===== src/rtl/circ_addr_pkg.sv =====
package circ_addr_pkg;
  parameter int ADDR_W = 32;
  localparam int NW = $clog2(ADDR_W);

  typedef enum logic [1:0] {
    SZ_BYTE = 2'b00,
    SZ_HALF = 2'b01,
    SZ_WORD = 2'b10,
    SZ_RSVD = 2'b11
  } sizeE;

  typedef enum logic [1:0] {
    MD_LIN  = 2'b00,
    MD_BK0  = 2'b01,
    MD_BK1  = 2'b10,
    MD_RSVD = 2'b11
  } modeE;

  typedef struct packed {
    logic          load;
    logic          sub;
    logic          selCst;
    logic [1:0]    shAmt;
    logic          circ;
    logic [NW-1:0] nBit;
  } strobeT;
endpackage


===== src/rtl/circ_addr_ctrl.sv =====
module circ_addr_ctrl
  import circ_addr_pkg::*;
(
  input  logic          clk,
  input  logic          rstN,
  input  logic          load,
  input  logic          subOp,
  input  logic          offSel,
  input  logic [1:0]    sizeSel,
  input  logic [1:0]    modeSel,
  input  logic [NW-1:0] bk0,
  input  logic [NW-1:0] bk1,
  output strobeT        strb
);
  always_comb begin
    strb.load   = load;
    strb.sub    = subOp;
    strb.selCst = offSel;
    unique case (sizeE'(sizeSel))
      SZ_HALF: strb.shAmt = 2'd1;
      SZ_WORD: strb.shAmt = 2'd2;
      default: strb.shAmt = 2'd0;
    endcase
    unique case (modeE'(modeSel))
      MD_BK0: begin strb.circ = 1'b1; strb.nBit = bk0; end
      MD_BK1: begin strb.circ = 1'b1; strb.nBit = bk1; end
      default: begin strb.circ = 1'b0; strb.nBit = '0; end
    endcase
  end


  shamt_range_chk: assert property (@(posedge clk) disable iff (!rstN)
    strb.shAmt != 2'd3);
endmodule


===== src/rtl/circ_addr_dp.sv =====
module circ_addr_dp
  import circ_addr_pkg::*;
#(
  parameter int CST_W = 5
) (
  input  logic              clk,
  input  logic              rstN,
  input  strobeT            strb,
  input  logic [ADDR_W-1:0] baseIn,
  input  logic [ADDR_W-1:0] offReg,
  input  logic [CST_W-1:0]  cstIn,
  output logic [ADDR_W-1:0] addrOut
);
  logic [ADDR_W-1:0] opnd, scaled, bOp, keepHi, nxt;

  always_comb begin
    opnd   = strb.selCst ? {{(ADDR_W-CST_W){1'b0}}, cstIn} : offReg;
    scaled = opnd << strb.shAmt;
    bOp    = strb.sub ? ~scaled : scaled;
  end

  for (genvar i = 0; i < ADDR_W; i++) begin : g_keep
    assign keepHi[i] = strb.circ && (i > int'(strb.nBit));
  end

  always_comb begin
    logic cy;
    logic s;
    cy  = strb.sub;
    nxt = '0;
    for (int i = 0; i < ADDR_W; i++) begin
      s      = baseIn[i] ^ bOp[i] ^ cy;
      nxt[i] = keepHi[i] ? baseIn[i] : s;
      cy     = ((baseIn[i] & bOp[i]) | (cy & (baseIn[i] ^ bOp[i])))
               & ~(strb.circ && (i == int'(strb.nBit)));
    end
  end

  always_ff @(posedge clk) begin
    if (!rstN)          addrOut <= '0;
    else if (strb.load) addrOut <= nxt;
  end


  hi_shape_chk: assert property (@(posedge clk) disable iff (!rstN)
    ((~keepHi) & ((~keepHi) + 1'b1)) == '0);

  upper_keep_chk: assert property (@(posedge clk) disable iff (!rstN)
    strb.load |=> ((addrOut ^ $past(baseIn)) & $past(keepHi)) == '0);

  hold_chk: assert property (@(posedge clk) disable iff (!rstN)
    !strb.load |=> $stable(addrOut));

  rst_chk: assert property (@(posedge clk) disable iff (!rstN)
    $past(!rstN) |-> addrOut == '0);
endmodule


===== src/rtl/circ_addr_top.sv =====
module circ_addr_top
  import circ_addr_pkg::*;
#(
  parameter int CST_W = 5
) (
  input  logic              clk,
  input  logic              rstN,
  input  logic              load,
  input  logic              subOp,
  input  logic              offSel,
  input  logic [1:0]        sizeSel,
  input  logic [1:0]        modeSel,
  input  logic [NW-1:0]     bk0,
  input  logic [NW-1:0]     bk1,
  input  logic [ADDR_W-1:0] baseIn,
  input  logic [ADDR_W-1:0] offReg,
  input  logic [CST_W-1:0]  cstIn,
  output logic [ADDR_W-1:0] addrOut
);
  strobeT strb;

  circ_addr_ctrl u_ctrl (
    .clk(clk), .rstN(rstN), .load(load), .subOp(subOp), .offSel(offSel),
    .sizeSel(sizeSel), .modeSel(modeSel), .bk0(bk0), .bk1(bk1), .strb(strb)
  );

  circ_addr_dp #(.CST_W(CST_W)) u_dp (
    .clk(clk), .rstN(rstN), .strb(strb), .baseIn(baseIn),
    .offReg(offReg), .cstIn(cstIn), .addrOut(addrOut)
  );
endmodule


===== config.mk =====
export PLATFORM = sky130hd
export DESIGN_NAME = circ_addr_top
export DESIGN_NICKNAME = d
export VERILOG_FILES = /design/src/rtl/circ_addr_pkg.sv /design/src/rtl/circ_addr_ctrl.sv /design/src/rtl/circ_addr_dp.sv /design/src/rtl/circ_addr_top.sv
export SDC_FILE = /design/constraint.sdc
export NUM_CORES = 1
export LEC_CHECK = 0
export BUFFER_PORTS_ARGS = -buffer_cell sky130_fd_sc_hd__buf_2
export CORE_MARGIN = 4
export CORE_UTILIZATION = 32
export CTS_CLUSTER_SIZE = 28
export DETAILED_ROUTE_END_ITERATION = 12
export PLACE_DENSITY = 0.51
export SETUP_SLACK_MARGIN = 0.02
export SLEW_MARGIN = 20
export SYNTH_ARGS = -nofsm -noshare
export SYNTH_HDL_FRONTEND = slang
export SYNTH_SLANG_ARGS = --single-unit

===== constraint.sdc =====
create_clock -name clk -period 23.4 [get_ports clk]
set_input_delay 4.68 -clock clk [delete_from_list [all_inputs] [get_ports clk]]
set_output_delay 4.68 -clock clk [all_outputs]
set_load 0.02 [all_outputs]

Word-level counts from Yosys, hierarchy flattened
Cells that the tools add are included.
{"block": "word_totals", "wordCells": 385, "out_inout_bits": 32, "register_bits": 32, "input_bits": 88}
{"block": "classes", "magnitude_cmp": 31, "n_eq_ne": 34, "reduce_logical": 63, "bitwise_logic": 220, "shift": 1, "n_mux": 35}
{"operator": "$and A1 B1 Y1", "n": 93}
{"operator": "$eq A5 B5 Y1 const A", "n": 16}
{"operator": "$gt A5 B5 Y1 const A", "n": 16}
{"operator": "$mux W32", "n": 2}
{"operator": "$xor A1 B1 Y1", "n": 64}
{"operator": "$logic_and A1 B1 Y1", "n": 62}
{"operator": "$eq A4 B5 Y1 const A", "n": 8}
{"operator": "$gt A4 B5 Y1 const A", "n": 8}
{"operator": "$not A32 Y32", "n": 1}
{"operator": "$shl A32 B2 Y32", "n": 1}
{"operator": "$mux W1", "n": 31}
{"operator": "$not A1 Y1", "n": 31}
{"operator": "$or A1 B1 Y1", "n": 31}
{"operator": "$eq A3 B5 Y1 const A", "n": 4}
{"operator": "$gt A3 B5 Y1 const A", "n": 4}
{"operator": "$pmux W6 S2", "n": 1}
{"operator": "$eq A2 B5 Y1 const A", "n": 2}
{"operator": "$gt A2 B5 Y1 const A", "n": 2}
{"operator": "$gt A1 B5 Y1 const A", "n": 1}
{"operator": "$logic_not A5 Y1", "n": 1}
{"operator": "$eq A2 B1 Y1 const B", "n": 2}
{"operator": "$eq A2 B2 Y1 const B", "n": 2}
{"operator": "$pmux W2 S2", "n": 1}

Depth between registers and ports, before layout
{"block": "logic_depth", "word_depth": 101, "depth_mapped": 71, "depth_no_buf": 70}

Hierarchy
A second synthesis with hierarchy kept.
{"block": "unflattened", "cells_unflattened": 515, "hier_area_um2": 4001.3}
{"module": "circ_addr_dp", "area_per_inst_um2": 3873.7, "seq_area_each_um2": 640.6, "cells_per_inst": 495, "n_inst": 1}
{"module": "circ_addr_ctrl", "area_per_inst_um2": 127.6, "seq_area_each_um2": 0.0, "cells_per_inst": 20, "n_inst": 1}

Worst setup path after synthesis
No wires, ideal clock.
{"block": "synth_path", "path_type": "in2reg", "start": "input port offSel", "end": "register u_dp.addrOut[31]", "t_arrival_ns": 21.879, "t_required_ns": 23.326, "stages": 69, "n_path_buf": 2, "setup_time_ns": 0.074, "setup_slack_ns": 1.447, "cell_sequence": "clkbuf_1 > clkbuf_1 > mux2i_1 > nor2_1 > mux2_2 > o21ai_0 > fa_1 > nor2_1 > fa_1 > o31ai_1 > fa_1 > a21o_1 > fa_1 > a41o_1 > fa_1 > a21o_1 > fa_1 > a21o_1 > [33 not listed] > a21o_1 > fa_1 > a31o_2 > fa_1 > a31o_2 > fa_1 > a31o_2 > fa_1 > a31o_2 > fa_1 > a31oi_1 > fa_1 > a21boi_0 > fa_1 > o41ai_2 > xnor2_1 > or3_1 > a31oi_1"}
{"block": "synth_via", "elab_chain_len": 100, "word_cells_on_any_way": 162, "classes_between": "1 x shift; 3 x mux; 158 x bitwise"}
{"element": "start, declared", "line": "circ_addr_top.sv:10", "text": "input logic offSel,"}
{"element": "$mux W32 (*)", "line": "circ_addr_dp.sv:17", "text": "opnd = strb.selCst ? {{(ADDR_W-CST_W){1'b0}}, cstIn} : offReg;"}
{"element": "$shl A32 B2 Y32 (*)", "line": "circ_addr_dp.sv:18", "text": "scaled = opnd << strb.shAmt;"}
{"element": "$not A32 Y32", "line": "circ_addr_dp.sv:19", "text": "bOp = strb.sub ? ~scaled : scaled;"}
{"element": "$mux W32 (*)", "line": "circ_addr_dp.sv:19"}
{"element": "$xor A1 B1 Y1", "line": "circ_addr_dp.sv:34", "text": "cy = ((baseIn[i] & bOp[i]) | (cy & (baseIn[i] ^ bOp[i])))"}
{"element": "$and A1 B1 Y1", "line": "circ_addr_dp.sv:34"}
{"element": "$or A1 B1 Y1", "line": "circ_addr_dp.sv:34"}
{"element": "$and A1 B1 Y1", "line": "circ_addr_dp.sv:35", "text": "& ~(strb.circ && (i == int'(strb.nBit)));"}
{"element": "[84 not listed]"}
{"element": "$and A1 B1 Y1", "line": "circ_addr_dp.sv:34"}
{"element": "$or A1 B1 Y1", "line": "circ_addr_dp.sv:34"}
{"element": "$and A1 B1 Y1", "line": "circ_addr_dp.sv:35"}
{"element": "$and A1 B1 Y1", "line": "circ_addr_dp.sv:34"}
{"element": "$or A1 B1 Y1", "line": "circ_addr_dp.sv:34"}
{"element": "$and A1 B1 Y1", "line": "circ_addr_dp.sv:35"}
{"element": "$xor A1 B1 Y1 (*)", "line": "circ_addr_dp.sv:32", "text": "s = baseIn[i] ^ bOp[i] ^ cy;"}
{"element": "$mux W1 (*)", "line": "circ_addr_dp.sv:33", "text": "nxt[i] = keepHi[i] ? baseIn[i] : s;"}
{"element": "end signal, assigned", "line": "circ_addr_dp.sv:41", "text": "else if (strb.load) addrOut <= nxt;"}
{"element": "end, declared", "line": "circ_addr_dp.sv:12", "text": "output logic [ADDR_W-1:0] addrOut"}
Mark *: on every way between the ends. The rest lies on a longest branch, timed or not.
A chain may end at the register's enable or synchronous reset.

Worst setup path in the final report
{"block": "layout_path", "start": "input port sizeSel[0]", "end": "register u_dp.addrOut[31]"}
{"block": "layout_via", "elab_chain_len": 101, "word_cells_on_any_way": 164, "classes_between": "2 x eq/ne; 1 x shift; 3 x mux; 158 x bitwise"}
{"element": "start, declared", "line": "circ_addr_top.sv:11", "text": "input logic [1:0] sizeSel,"}
{"element": "$eq A2 B2 Y1 / $eq A2 B1 Y1 (equally long branches)", "line": "circ_addr_ctrl.sv:19", "text": "unique case (sizeE'(sizeSel))"}
{"element": "$pmux W2 S2 (*)", "line": "circ_addr_ctrl.sv:19"}
{"element": "$shl A32 B2 Y32 (*)", "line": "circ_addr_dp.sv:18"}
{"element": "$not A32 Y32", "line": "circ_addr_dp.sv:19"}
{"element": "$mux W32 (*)", "line": "circ_addr_dp.sv:19"}
{"element": "$xor A1 B1 Y1", "line": "circ_addr_dp.sv:34"}
{"element": "$and A1 B1 Y1", "line": "circ_addr_dp.sv:34"}
{"element": "$or A1 B1 Y1", "line": "circ_addr_dp.sv:34"}
{"element": "[85 not listed]"}
{"element": "$and A1 B1 Y1", "line": "circ_addr_dp.sv:34"}
{"element": "$or A1 B1 Y1", "line": "circ_addr_dp.sv:34"}
{"element": "$and A1 B1 Y1", "line": "circ_addr_dp.sv:35"}
{"element": "$and A1 B1 Y1", "line": "circ_addr_dp.sv:34"}
{"element": "$or A1 B1 Y1", "line": "circ_addr_dp.sv:34"}
{"element": "$and A1 B1 Y1", "line": "circ_addr_dp.sv:35"}
{"element": "$xor A1 B1 Y1 (*)", "line": "circ_addr_dp.sv:32"}
{"element": "$mux W1 (*)", "line": "circ_addr_dp.sv:33"}
Marks and branches as above.

==> reports/metrics.csv <==
stage,metric,value,unit
yosys,synth_seq_cells,32,
setup_path,max_stage_delay,0.40,ns
cells_and_area,largest_registers,u_dp.addrOut: 32 flops,
sta,finClkSkew,0,ns
setup_path,crit_type,in2reg,
global_route,antenna_found_initial,0,
placed_design,place_ws,0.4529,ns
cells_and_area,utilization,40.84,%
cells_and_area,regMostFlops,u_dp.addrOut,
clocking,clk-insertion-delay-late,0.27,ns
worst_hold_path,hp-class,reg2reg,
global_route,grt_pass1_vias,4021,
yosys,syn_inst,521,
setup_path,startpoint_type,input port,
clocking,cts_tree,built,
setup_path,critPathSlowestCell,fa_1,
floorplan,io_pins,120,
power_and_ir_drop,powerDensity,55.00,nW/um2
yosys,synth.most_common_cell,a21oi_1,
sta,finalHoldViolCount,0,
power_and_ir_drop,p_leak,2.233,nW
routing,viasPerCell,5.254,
yosys,netlist_top_cells_area,"dfxtp_1 (16%), fa_1 (15%), a21oi_1 (7.5%)",
setup_path,critPathCaptureType,register,
sta,fin_crit_sh,96.56,%
sta,hold_ws,0.4636,ns
setup_path,critPathMaxFanout,38,
floorplan,rows,40,
setup_path,path_common_cell,fa_1,
flow_run,maxCapViolations,0,
yosys,yosysWarnings,0,
cells_and_area,layout-drive-gt1-share,26.82,%
sta,worst_pin_slew,0.9580,ns
placed_design,place.gp.congestion,0.9103,
routing,route.detailed.drc,0,
run_status,outcome,finished clean,
cells_and_area,largest_register_ffs,32,
yosys,synth_edf_count,0,
routing,drtIter0Drc,265,
global_route,grt_overflow,0,
yosys,ys_seq_area_share,15.76,%
sta,min_period,22.60,ns
clocking,cts_hold_buf,0,
yosys,synth_top_cell_area_share,15.76,%
sta,setup-tns-final,0,ns
clocking,htree_levels,2,
cells_and_area,fin_nets,738,
routing,wl,13.47,mm
floorplan,initial_utilization,33.29,%
clocking,cts_made_buffers,5,
yosys,synth_fp_nets,641,
yosys,synth_top_area_cell,dfxtp_1,
clocking,cts.clk_slew.worst_paths,0.05,ns
yosys,synthArstFlopShare,0,%
yosys,ys.flop_type,dfxtp_1,
sta,slew_headroom,36.13,%
routing,dr.pass1.iters,5,
clocking,clockBufferDepth,2,
power_and_ir_drop,irDropWorstVdd,0.02719,mV
sta,max_freq,44.26,MHz
sta,slew_violations,0,
sta,setup_ws,0.8041,ns
clocking,clkSinkCount,32,
setup_path,cp.arrival,22.80,ns
floorplan,die_h,120.7,um
setup_path,required,23.60,ns
yosys,ys_types,52,
yosys,ys_top_cells_by_count,"a21oi_1 (61), nor2_1 (44), a211oi_1 (37)",
clocking,cts_setup_buffers,0,
placed_design,dp_hpwl,10.90,mm
floorplan,core_area,12210,um2
yosys,syn-cell-area,4065,um2
routing,wl_per_cell,17.11,um
routing,postRouteAntennaNets,0,
floorplan,die_area,14570,um2
routing,vias,4135,
clocking,ctsRootBufferMaster,clkbuf_16,
cells_and_area,area_delta_synth_final,22.68,%
floorplan,die_w,120.7,um
yosys,syn_avg_cell_area,7.803,um2
sta,setup_viol,0,
sta,rsz0062_at_grt,false,
global_route,grt_pass1_wl,21.62,mm
global_route,grt_max_degree,52,
cells_and_area,n_antenna_cell,0,
placed_design,portBuffers,119,
global_route,grtUsageTotal,18.42,%
## worst paths after layout
path	end	cells after the start	slack, ns	start
worst max-delay path	u_dp.addrOut[31]$_SDFFE_PN0P_	69	0.80	sizeSel[0]
worst min-delay path	u_dp.addrOut[11]$_SDFFE_PN0P_	2	0.46	u_dp.addrOut[11]$_SDFFE_PN0P_
worst max register to register	u_dp.addrOut[8]$_SDFFE_PN0P_	2	22.70	u_dp.addrOut[8]$_SDFFE_PN0P_
worst min register to register	u_dp.addrOut[11]$_SDFFE_PN0P_	2	0.46	u_dp.addrOut[11]$_SDFFE_PN0P_
## cell type report
cell class                 count  area [um2]
fill                        1297        7224
multi-input combinational    413        3149
timing repair buffer         132       695.7
sequential                    32       640.6
tap                          168       210.2
clock buffer                   6       128.9
inverter                      34       127.6
clock inverter                 2       35.03
## where the power goes
part,switching [mW],internal [mW],leakage (nW)
sequential,0.00327,0.0617,0.265
clock,0.0228,0.0500,0.0808
combinational,0.0801,0.0565,1.89
total,0.106,0.168,2.23
## what timing repair did
item / CTS / global route
hold endpoints to repair: 0 / 0
setup endpoints to repair: 0 / 2
gates resized for setup: 0 / 6
## per-stage QoR
| stage | cell area [um2] | instances | power (mW) |
|---|---|---|---|
| after floorplan | 4065 | 521 | 0.1583 |
| after global placement | 4788 | 779 | 0.1986 |
| after detailed placement | 4788 | 779 | 0.2003 |
| after CTS | 4952 | 787 | 0.2753 |
| after global routing | 4987 | 787 | 0.2948 |
| final | 4987 | 787 | 0.2743 |
## cell usage in the layout, fill, tap and decap left out, types with 13 or more instances in the layout
cell type and count:
buf_2 118, a21oi_1 61, nor2_1 44, a211oi_1 37
inv_1 34, dfxtp_1 32, fa_1 30, mux2i_1 29
xnor2_1 29, o21ai_0 28, nand2_1 26, a22oi_1 17
nor2b_1 16, buf_4 14, a31o_2 13
## cells by family (layout without fill, tap and decap cells)
kind of cell    Yosys count  in the layout  share of synthesized area [%]
compound gates          202            202                          32.78
xor+xnor                 34             34                          7.325
fa+ha+maj                32             32                          15.39
buf+inv                  76            174                          7.571
flops                    32             32                          15.76
mux                      32             32                          7.972
simple gates            113            113                          13.20
## critical path: cells and delay by family
kind	cells	cell delay [ns]
muxes	1	0.22
xor gates and xnor gates	1	0.15
AOI/OAI and AO/OA	31	5.95
buffers and inverters	1	0.23
and+or+nand+nor	5	1.19
adders and majority gates	30	10.37
## routing by layer
metal | track usage, % | up-vias | wire, um
li1 | - | 2060 | -
met1 | 27.77 | 1899 | 6499
met2 | 27.38 | 170 | 5784
met3 | 3.789 | 6 | 1111
met4 | 3.045 | 0 | 72
met5 | 0 | - | 0
Note: power is estimated with default switching activity, not from simulation.
